[src/rtl/bitop_pkg.sv]
package bitop_pkg;
  typedef enum logic [1:0] {
    BOP_TST = 2'd0,
    BOP_CHG = 2'd1,
    BOP_CLR = 2'd2,
    BOP_SET = 2'd3
  } bop_e;

  localparam logic [7:0] IMM_PREFIX = 8'h08;
  localparam int FLG_W = 5;
  localparam int FLG_Z = 2;
endpackage

[src/rtl/bitop_decode.sv]
module bitop_decode
  import bitop_pkg::*;
(
  input  logic [15:0] opcode_i,
  output bop_e        op_o,
  output logic        imm_o,
  output logic [2:0]  src_reg_o
);
  assign op_o      = bop_e'(opcode_i[7:6]);
  assign imm_o     = (opcode_i[15:8] == IMM_PREFIX);
  assign src_reg_o = opcode_i[11:9];
endmodule

[src/rtl/bitop_alu.sv]
module bitop_alu
  import bitop_pkg::*;
#(
  parameter int DATA_W = 32,
  parameter int MEM_W  = 8
) (
  input  logic [DATA_W-1:0] operand_i,
  input  logic [DATA_W-1:0] bitsel_i,
  input  logic              is_reg_i,
  input  bop_e              op_i,
  output logic [DATA_W-1:0] result_o,
  output logic              z_o,
  output logic              we_o
);
  localparam int REG_IDX_W = $clog2(DATA_W);
  localparam int MEM_IDX_W = $clog2(MEM_W);

  logic [REG_IDX_W-1:0] idx;
  logic [DATA_W-1:0]    mask;

  // fold bit number by target kind
  assign idx  = is_reg_i ? bitsel_i[REG_IDX_W-1:0]
                         : {{(REG_IDX_W-MEM_IDX_W){1'b0}}, bitsel_i[MEM_IDX_W-1:0]};
  assign mask = {{(DATA_W-1){1'b0}}, 1'b1} << idx;
  assign z_o  = ~|(operand_i & mask);
  assign we_o = (op_i != BOP_TST);

  for (genvar g = 0; g < DATA_W; g++) begin : g_bit
    assign result_o[g] = (op_i == BOP_CHG) ? (operand_i[g] ^  mask[g]) :
                         (op_i == BOP_CLR) ? (operand_i[g] & ~mask[g]) :
                         (op_i == BOP_SET) ? (operand_i[g] |  mask[g]) :
                                             operand_i[g];
  end

  always_comb begin
    assert_single_bit_R6: assert ($countones(result_o ^ operand_i) <= 1)
      else $error("more than one bit modified");
    assert_mem_upper_R7: assert (is_reg_i ||
        (result_o[DATA_W-1:MEM_W] == operand_i[DATA_W-1:MEM_W]))
      else $error("memory target upper bits changed");
  end
endmodule

[src/rtl/bitop_cycles.sv]
module bitop_cycles
  import bitop_pkg::*;
#(
  parameter int CYC_W       = 5,
  parameter int REG_TST_CYC = 4,
  parameter int REG_MOD_CYC = 8,
  parameter int IMM_TST_CYC = 8,
  parameter int IMM_MOD_CYC = 12,
  parameter int REG_TGT_ADD = 2
) (
  input  bop_e             op_i,
  input  logic             imm_i,
  input  logic             is_reg_i,
  output logic [CYC_W-1:0] cycles_o
);
  logic [CYC_W-1:0] base;
  logic             extra;

  always_comb begin
    if (op_i == BOP_TST) base = imm_i ? CYC_W'(IMM_TST_CYC) : CYC_W'(REG_TST_CYC);
    else                 base = imm_i ? CYC_W'(IMM_MOD_CYC) : CYC_W'(REG_MOD_CYC);
  end

  // test and clear pay extra on a register target
  assign extra    = is_reg_i && ((op_i == BOP_TST) || (op_i == BOP_CLR));
  assign cycles_o = base + (extra ? CYC_W'(REG_TGT_ADD) : '0);
endmodule

[src/rtl/bitop_unit.sv]
module bitop_unit
  import bitop_pkg::*;
#(
  parameter int DATA_W = 32,
  parameter int MEM_W  = 8,
  parameter int CYC_W  = 5
) (
  input  logic              clk_i,
  input  logic              rst_ni,
  input  logic              valid_i,
  input  logic [15:0]       opcode_i,
  input  logic [DATA_W-1:0] operand_i,
  input  logic [DATA_W-1:0] bitsel_i,
  input  logic              is_reg_i,
  input  logic [FLG_W-1:0]  flags_i,
  output logic              imm_o,
  output logic [2:0]        src_reg_o,
  output logic              valid_o,
  output logic [DATA_W-1:0] result_o,
  output logic              wr_en_o,
  output logic [FLG_W-1:0]  flags_o,
  output logic [CYC_W-1:0]  cycles_o
);
  bop_e              op;
  logic              imm;
  logic [DATA_W-1:0] res_d;
  logic              z_d;
  logic              we_d;
  logic [CYC_W-1:0]  cyc_d;
  logic [FLG_W-1:0]  flg_d;

  bitop_decode u_dec (
    .opcode_i  (opcode_i),
    .op_o      (op),
    .imm_o     (imm),
    .src_reg_o (src_reg_o)
  );

  bitop_alu #(.DATA_W(DATA_W), .MEM_W(MEM_W)) u_alu (
    .operand_i (operand_i),
    .bitsel_i  (bitsel_i),
    .is_reg_i  (is_reg_i),
    .op_i      (op),
    .result_o  (res_d),
    .z_o       (z_d),
    .we_o      (we_d)
  );

  bitop_cycles #(.CYC_W(CYC_W)) u_cyc (
    .op_i     (op),
    .imm_i    (imm),
    .is_reg_i (is_reg_i),
    .cycles_o (cyc_d)
  );

  assign imm_o = imm;

  always_comb begin
    flg_d        = flags_i;
    flg_d[FLG_Z] = z_d;
  end

  always_ff @(posedge clk_i or negedge rst_ni) begin
    if (!rst_ni) begin
      valid_o  <= 1'b0;
      result_o <= '0;
      wr_en_o  <= 1'b0;
      flags_o  <= '0;
      cycles_o <= '0;
    end else begin
      valid_o <= valid_i;
      if (valid_i) begin
        result_o <= res_d;
        wr_en_o  <= we_d;
        flags_o  <= flg_d;
        cycles_o <= cyc_d;
      end
    end
  end

  assert_valid_set_R10: assert property (@(posedge clk_i) disable iff (!rst_ni)
    valid_i |=> valid_o);
  assert_valid_clr_R10: assert property (@(posedge clk_i) disable iff (!rst_ni)
    !valid_i |=> !valid_o);
  assert_hold_R10: assert property (@(posedge clk_i) disable iff (!rst_ni)
    !valid_i |=> ($stable(result_o) && $stable(cycles_o) && $stable(flags_o)));
  assert_test_nowrite_R5: assert property (@(posedge clk_i) disable iff (!rst_ni)
    (valid_i && opcode_i[7:6] == 2'd0) |=> !wr_en_o);
  assert_flags_keep_R4: assert property (@(posedge clk_i) disable iff (!rst_ni)
    valid_i |=> (flags_o[4:3] == $past(flags_i[4:3]) && flags_o[1:0] == $past(flags_i[1:0])));
  assert_cyc_range_R8: assert property (@(posedge clk_i) disable iff (!rst_ni)
    valid_o |-> (!cycles_o[0] && cycles_o >= CYC_W'(4) && cycles_o <= CYC_W'(14)));
endmodule

[config.mk]
export PLATFORM = sky130hd
export DESIGN_NAME = bitop_unit
export DESIGN_NICKNAME = d
export VERILOG_FILES = /design/src/rtl/bitop_pkg.sv /design/src/rtl/bitop_decode.sv /design/src/rtl/bitop_alu.sv /design/src/rtl/bitop_cycles.sv /design/src/rtl/bitop_unit.sv
export SDC_FILE = /design/constraint.sdc
export NUM_CORES = 1
export LEC_CHECK = 0
export BUFFER_PORTS_ARGS = -buffer_cell sky130_fd_sc_hd__buf_2
export CAP_MARGIN = 10
export CELL_PAD_IN_SITES_DETAIL_PLACEMENT = 0
export CELL_PAD_IN_SITES_GLOBAL_PLACEMENT = 1
export CORE_MARGIN = 2
export CORE_UTILIZATION = 44
export DETAILED_ROUTE_END_ITERATION = 10
export GPL_ROUTABILITY_DRIVEN = 0
export PLACE_DENSITY = 0.91
export SLEW_MARGIN = 40
export SYNTH_ARGS = -nofsm -noshare
export SYNTH_HDL_FRONTEND = slang
export SYNTH_SLANG_ARGS = --single-unit
[constraint.sdc]
create_clock -name clk_i -period 1.5 [get_ports clk_i]
set_clock_uncertainty 0.1 [all_clocks]
set_input_delay 0 -clock clk_i [delete_from_list [all_inputs] [get_ports clk_i]]
set_output_delay 0 -clock clk_i [all_outputs]
set_load 0.005 [all_outputs]
==> results.cfg, run 1 <==
[timing]
max_freq_mhz = 652
setup_violations = 13
report.final.slew_viol_count = 0
finalHoldViolCount = 0
fin_crit_ns = 1.53
holdWs_ns = 0.0318
grt_setup_unrepaired = yes
min_period_over_period_pct = 102
setup_ws_ns = -0.0332

[clock_tree]
clk_path_buf_depth = 2
cts_tree = built
clockRootBuffer = clkbuf_8
clkTransAtPathRegs_ns = 0.09
cts_buffers = 5
clkSinkCount = 42
h-tree-depth = 2
clk_latency_ns = 0.29

[worst_setup_path]
end_kind = flip-flop
crit_path_max_fanout = 8
r2r.worst_path.cells = 1
timing.rr.start = result_o[19]
r2r_slack_ns = 0.60
crit_required_ns = 1.59
path_class = in -> reg
rr_endpoint = result_o[19]
startpoint_type = input port
cp.arrival_ns = 1.62

[cells_and_area]
final_cell_mix = buf_2, inv_1, ha_1
area_growth_pct = 40.0
fin_nets = 724
layout_commonest_cell = buf_2
layout-drive-gt1-share_pct = 54.1
antennaDiodeCount = 0
final_area_mm2 = 0.00630

[floorplan]
ios = 137
fp.dieH_um = 105
dieArea_mm2 = 0.0111
fp-row-count = 36
dieWidth_um = 105
coreArea_mm2 = 0.00986
initial_core_util_pct = 45.6

[worst_hold_path]
hold_start = opcode_i[14]
hold_path_class = in -> reg
hold_depth = 5
min_to = cycles_o[2]

[power_and_ir_drop]
ir_worst_vdd_mv = 0.379
power.total_mw = 3.70
cellLeakagePower_nw = 3.35
powerDensity_mw_per_mm2 = 587

[global_route]
grt_pass1_wl_um = 18700
grt_pass1_vias = 3773
antenna_found_initial = 0
grt_util_all_layers_pct = 21.0
gr-total-overflow = 0
grt_max_degree = 43

[detailed_routing]
wl_per_cell_um = 17.3
viasPerCell = 5.15
vias = 3458
antenna_left = 0
dr.pass1.iters = 4
drtIter0Drc = 126
drc = 0
routed_wl_um = 11600

[synth]
syn_area_mm2 = 0.00450
synth_cell_types = 35
ys_warn_count = 0
synth_seq_cells = 42
syn_area_per_cell_um2 = 10.9
synthCells = 414
synth-seq-area-share_pct = 23.4

[place]
dp_slack_ns = -0.605
hpwl_um = 8180
io_buffer_count = 100
post_dp_cell_area_mm2 = 0.00528

[outcome]
violations = negative setup slack
status = complete, but fails checks

[flow_run]
drv_cap = 0
-- layout make-up --
type	count	area [um^2]
fill	729	3560
multi-input combinational	263	3610
inverter	86	323
clock buffer	6	82.6
sequential	42	1050
clock inverter	1	30.0
tap	133	166
timing repair buffer	140	1040
-- worst max-delay path, stage by stage --
cell and delay (ns):
buf_8 0.11, and3b_4 0.42, nand2_2 0.10, ha_1 0.27, mux4_2 0.45, mux2_4 0.27
-- worst max path at each step --
stage / start / end / depth (start not counted)
floorplan: bitsel_i[2] / result_o[1] / 6
global placement: bitsel_i[1] / flags_o[2] / 10
detailed placement: bitsel_i[1] / flags_o[2] / 10
CTS: bitsel_i[1] / result_o[13] / 8
global route: bitsel_i[1] / result_o[0] / 9
finish: bitsel_i[3] / result_o[19] / 6
-- power breakdown --
group / switching, mW / internal [mW] / total, mW
clock network: 0.430 / 0.534 / 0.964
logic: 0.574 / 0.770 / 1.34
registers: 0.0962 / 1.29 / 1.39
total: 1.10 / 2.60 / 3.70
-- per-layer routing --
metal	up-vias	GRT usage [%]	wire length, um
li1	1602	-	-
met3	22	3.43	558
met5	-	0	0
met2	105	37.3	6030
met4	0	4.00	195
met1	1729	26.9	4810
-- per-stage QoR --
step | instances | utilization [%] | TNS, ns
finish | 671 | 63.9 | -0.212
global route | 671 | 63.9 | -1.00
CTS | 668 | 60.9 | -0.393
detailed placement | 642 | 53.5 | -15.74
global placement | 642 | 53.5 | -14.01
floorplan | 415 | - | -3.97
-- kinds of logic after synthesis --
logic type	after synthesis	share of synthesized area (%)
buffers and inverters	110	11.0
AO/OA/AOI/OAI	5	0.667
multiplexers	70	28.1
other	1	0.0833
flip-flops	42	23.4
AND/OR/NAND/NOR	89	9.73
adder cells (fa/ha/maj)	97	27.0
-- state kept, by name, indices dropped and copies added, names as in the netlist --
signal and count:
result_o 32, flags_o 5, cycles_o 3, valid_o 1, wr_en_o 1
-- repair_timing --
action	in CTS	in global routing
hold endpoints to repair	47	0
setup buffers	13	2
gates resized for setup	81	37
pin swaps	25	24
gates cloned	0	1
hold buffers	6	0
endpoints found under the setup margin	33	32
-- cell usage after synthesis, drive strengths merged --
master | number | share of area (%)
ha | 97 | 27
inv | 86 | 7.2
dfrtp | 42 | 23
mux2 | 36 | 11
nand2 | 36 | 3.0
mux4 | 32 | 16
nor2 | 20 | 1.7
buf | 16 | 3.2
clkbuf | 8 | 0.67
nor4 | 7 | 0.97
nand3b | 4 | 0.67
and3b | 3 | 0.58
and3 | 2 | 0.28
mux2i | 2 | 0.44
nand3 | 2 | 0.22
nand4 | 2 | 0.28
nor3b | 2 | 0.33
nor4b | 2 | 0.39
o21ai | 2 | 0.22
or2 | 2 | 0.28
or3 | 2 | 0.28
or3b | 2 | 0.39
a21oi | 1 | 0.11
and2 | 1 | 0.14
conb | 1 | 0.083
nand2b | 1 | 0.14
nor3 | 1 | 0.11
o21a | 1 | 0.17
o31ai | 1 | 0.17
Power figures use the tool's default switching activity.
==> inputs of run 2 (changes only) <==
--- a/config.mk
+++ b/config.mk
@@ -9,8 +9,8 @@
 export CAP_MARGIN = 10
 export CELL_PAD_IN_SITES_DETAIL_PLACEMENT = 0
 export CELL_PAD_IN_SITES_GLOBAL_PLACEMENT = 1
-export CORE_MARGIN = 2
 export CORE_UTILIZATION = 44
+export CTS_CLUSTER_SIZE = 16
 export DETAILED_ROUTE_END_ITERATION = 10
 export GPL_ROUTABILITY_DRIVEN = 0
 export PLACE_DENSITY = 0.91
==> results.cfg, run 2 (synthesized netlist as in run 1, its figures left out) <==
[outcome]
status = complete, but fails checks
violations = negative setup slack

[worst_hold_path]
hold_path_class = in -> reg
min_to = cycles_o[2]
hold_start = opcode_i[14]
hold_depth = 5

[worst_setup_path]
cp.arrival_ns = 1.71
crit_path_max_fanout = 5
r2r_slack_ns = 0.10
r2r.worst_path.cells = 2
path_class = in -> reg
timing.rr.start = flags_o[4]
startpoint_type = input port
crit_required_ns = 1.62
end_kind = flip-flop
rr_endpoint = flags_o[4]

[cells_and_area]
antennaDiodeCount = 0
fin_nets = 736
final_cell_mix = buf_2, inv_1, ha_1
layout_commonest_cell = buf_2
final_area_mm2 = 0.00641
area_growth_pct = 42.6
top_regs = result_o x32, flags_o x5, cycles_o x3
layout-drive-gt1-share_pct = 54.4
top_register = result_o
finalNonFillerCells = 684
largest_register_ffs = 32

[global_route]
use_met2_pct = 41.4
use_met1_pct = 26.8
grt_pass1_wl_um = 17800
antenna_found_initial = 0
top_usage_layer = met2
met3_usage_pct = 3.19
grt_pass1_vias = 3620
gr-total-overflow = 0
grt_max_degree = 43
grt_util_all_layers_pct = 22.0

[detailed_routing]
dr.pass1.iters = 4
routed_wl_um = 11900
drtIter0Drc = 147
drc = 0
viasPerCell = 5.21
vias = 3562
wl_per_cell_um = 17.4
antenna_left = 0

[power_and_ir_drop]
powerDensity_mw_per_mm2 = 576
power_switching_mw = 1.13
p_int_mw = 2.57
clkPwrFrac_pct = 25.3
comb_power_share_pct = 37.0
ir_worst_vdd_mv = 0.352
pwr-share-seq_pct = 37.7
power.total_mw = 3.70
sw_frac_of_total_pct = 30.5
cellLeakagePower_nw = 3.46

[clock_tree]
clkTransAtPathRegs_ns = 0.09
cts_buffers = 5
h-tree-depth = 2
cts_tree = built
clkSinkCount = 42
clockRootBuffer = clkbuf_8
clk_path_buf_depth = 2
clk_latency_ns = 0.30

[timing]
finalHoldViolCount = 0
slew_headroom_pct = 60.9
max_freq_mhz = 631
setup_violations = 15
worstMarginPinSlew_ns = 0.586
setup_ws_ns = -0.0857
min_period_over_period_pct = 106
fin_crit_ns = 1.59
tns_ns = -0.582
grt_setup_unrepaired = yes
report.final.slew_viol_count = 0

[floorplan]
ios = 137
initial_core_util_pct = 45.6
fp.dieH_um = 103
fp-row-count = 36
coreArea_mm2 = 0.00986
dieWidth_um = 103
dieArea_mm2 = 0.0106

[place]
hpwl_um = 8110
io_buffer_count = 100
post_dp_cell_area_mm2 = 0.00528
dp_slack_ns = -0.581
placed_cells = 646

[flow_run]
drv_cap = 0
## run 2: repair_timing
action	in CTS	in global routing
endpoints found under the setup margin	33	32
buffers inserted	11	12
gates resized for setup	76	60
pin swaps	22	22
hold endpoints to repair	46	0
hold buffers	7	0
## run 2: worst max path at each step
stage           startpoint      endpoint  slack, ns  cells after the start
3_3_place_gp   bitsel_i[1]  result_o[17]      -0.52                      7
5_1_grt           is_reg_i    flags_o[2]      -0.11                     10
3_5_place_dp   bitsel_i[1]  result_o[17]      -0.58                      7
6_report          is_reg_i    flags_o[2]      -0.09                     10
4_1_cts        bitsel_i[3]  result_o[23]      -0.06                      6
2_1_floorplan  bitsel_i[2]   result_o[1]      -0.19                      6
## run 2: per-layer routing
| layer | vias to the layer above | wire length [um] |
|---|---|---|
| met4 | 0 | 146 |
| met5 | - | 0 |
| li1 | 1629 | - |
| met3 | 12 | 482 |
| met1 | 1815 | 4760 |
| met2 | 106 | 6540 |
## run 2: area by class of cell
type	count	area, um^2
fill	697	3450
tap	133	166
multi-input combinational	263	3630
clock buffer	6	72.6
timing repair buffer	152	1130
inverter	86	323
sequential	42	1050
clock inverter	2	37.5
## run 2: through the flow
step / util [%] / hold WS [ns]
floorplan: - / -0.396
global placement: 53.6 / 0.00960
detailed placement: 53.6 / 0.0238
CTS: 60.3 / 0.0108
global route: 65.0 / 0.0361
finish: 65.0 / 0.00492
## run 2: critical path, cell delays in order
cell and delay (ns):
buf_4 0.14, nand2_2 0.09, or2_4 0.16, buf_4 0.12, nor2_1 0.04, ha_1 0.22
nor4_2 0.40, buf_4 0.17, nand4_1 0.10, o31ai_1 0.25
## run 2: power by group through the flow
stage | Sequential (mW) | Combinational, mW | Clock [mW]
3_5_place_dp | 1.41 | 1.14 | 0
5_1_grt | 1.41 | 1.50 | 0.991
4_1_cts | 1.39 | 1.26 | 0.942
2_1_floorplan | 1.41 | 0.680 | 0
6_report | 1.39 | 1.37 | 0.936
3_3_place_gp | 1.41 | 1.08 | 0
==> inputs of run 3 (changes only) <==
--- a/config.mk
+++ b/config.mk
@@ -14,6 +14,7 @@
 export DETAILED_ROUTE_END_ITERATION = 10
 export GPL_ROUTABILITY_DRIVEN = 0
 export PLACE_DENSITY = 0.91
+export SKIP_LAST_GASP = 1
 export SLEW_MARGIN = 40
 export SYNTH_ARGS = -nofsm -noshare
 export SYNTH_HDL_FRONTEND = slang
==> results.cfg, run 3 (synthesized netlist as in run 1, its figures left out) <==
[place]
placed_cells = 646
dp_slack_ns = -0.581
hpwl_um = 8110
post_dp_cell_area_mm2 = 0.00528
io_buffer_count = 100

[floorplan]
fp.dieH_um = 103
dieArea_mm2 = 0.0106
fp-row-count = 36
dieWidth_um = 103
initial_core_util_pct = 45.6
coreArea_mm2 = 0.00986
ios = 137

[timing]
slew_headroom_pct = 61.0
setup_violations = 17
worstMarginPinSlew_ns = 0.586
report.final.slew_viol_count = 0
finalHoldViolCount = 0
grt_setup_unrepaired = yes
tns_ns = -0.502
setup_ws_ns = -0.107
fin_crit_ns = 1.61
min_period_over_period_pct = 107
max_freq_mhz = 622

[detailed_routing]
drtIter0Drc = 164
dr.pass1.iters = 4
wl_per_cell_um = 17.7
routed_wl_um = 12200
drc = 0
vias = 3538
viasPerCell = 5.12
antenna_left = 0

[worst_setup_path]
cp.arrival_ns = 1.70
slowest_stage = mux4_2
r2r_slack_ns = 0.10
timing.rr.start = flags_o[4]
path_cells = buf_12, buf_6, nor2_4, and2_4, buf_12, nand2_4, ha_4, mux4_2, mux2_4
max_stage_delay_ns = 0.45
r2r.worst_path.cells = 2
path_class = in -> reg
path_common_cell = buf_12
end_kind = flip-flop
crit_path_end = result_o[4]
crit_required_ns = 1.59
rr_endpoint = flags_o[4]
cp-startpoint = bitsel_i[0]
crit_path_max_fanout = 9
startpoint_type = input port

[global_route]
antenna_found_initial = 0
grt_max_degree = 43
grt_pass1_wl_um = 17700
grt_pass1_vias = 3588
grt_util_all_layers_pct = 21.8
gr-total-overflow = 0

[cells_and_area]
fillers = 680
utilization_pct = 65.9
top_register = result_o
layout-drive-gt1-share_pct = 55.2
top_regs = result_o x32, flags_o x5, cycles_o x3
final_area_mm2 = 0.00650
largest_register_ffs = 32
fin_nets = 743
final_cell_mix = buf_2, inv_1, ha_1
finalNonFillerCells = 691
antennaDiodeCount = 0
area_growth_pct = 44.5
layout_commonest_cell = buf_2

[power_and_ir_drop]
comb_power_share_pct = 37.4
powerDensity_mw_per_mm2 = 573
clkPwrFrac_pct = 25.2
power_switching_mw = 1.14
sw_frac_of_total_pct = 30.7
cellLeakagePower_nw = 3.48
pwr-share-seq_pct = 37.4
ir_worst_vdd_mv = 0.473
p_int_mw = 2.59

[clock_tree]
clkSinkCount = 42
clockRootBuffer = clkbuf_8
h-tree-depth = 2
clkTransAtPathRegs_ns = 0.09
cts_buffers = 5
clk_path_buf_depth = 2
cts_tree = built
clk_latency_ns = 0.30

[worst_hold_path]
hold_depth = 5
hold_path_class = in -> reg

[flow_run]
drv_cap = 0

[outcome]
violations = negative setup slack
status = complete, but fails checks
run 3: power by group through the flow:
| stage | Sequential (mW) | Combinational, mW | Clock [mW] |
|---|---|---|---|
| floorplan | 1.41 | 0.680 | 0 |
| global placement | 1.41 | 1.08 | 0 |
| detailed placement | 1.41 | 1.14 | 0 |
| CTS | 1.39 | 1.26 | 0.942 |
| global route | 1.41 | 1.53 | 0.988 |
| finish | 1.39 | 1.40 | 0.940 |
run 3: repair_timing:
item,CTS,global route
pin swaps,17,24
setup buffers,11,19
gates cloned,0,0
endpoints found under the setup margin,33,32
hold buffers,7,0
hold endpoints to repair,46,0
resized for setup,73,65
run 3: worst min path at each step:
stage / startpoint / to / slack, ns
after CTS: opcode_i[14] / cycles_o[2] / 0.01
after detailed placement: rst_ni / result_o[0] / 0.02
after floorplan: rst_ni / cycles_o[1] / -0.40
after global routing: valid_i / valid_o / 0.04
final: opcode_i[14] / cycles_o[2] / 0.005
after global placement: rst_ni / result_o[1] / 0.01
run 3: layout make-up:
type / instances / area (um^2) / area share (%)
inverter: 86 / 323 / 4.97
timing repair buffer: 159 / 1200 / 18.5
clock inverter: 2 / 37.5 / 0.577
clock buffer: 6 / 72.6 / 1.12
sequential: 42 / 1050 / 16.2
tap: 133 / 166 / 2.56
multi-input combinational: 263 / 3650 / 56.1
run 3: per-layer routing:
| metal | GRT usage, % | part of all wire [%] | up-vias |
|---|---|---|---|
| met5 | 0 | 0 | - |
| met4 | 3.90 | 1.5 | 0 |
| met3 | 3.05 | 4.4 | 16 |
| met2 | 40.8 | 54 | 97 |
| met1 | 26.9 | 40 | 1780 |
| li1 | - | - | 1645 |
run 3: per-stage QoR:
stage	hold slack, ns	power, mW
6_report	0.00512	3.73
2_1_floorplan	-0.396	2.09
3_5_place_dp	0.0238	2.55
4_1_cts	0.0108	3.60
5_1_grt	0.0388	3.93
3_3_place_gp	0.00960	2.49
run 3: worst max-delay path, delay by kind of cell:
kind	cells	cell delay, ns
adders and majority gates	1	0.21
muxes	2	0.72
buffers and inverters	3	0.36
and+or+nand+nor	3	0.41
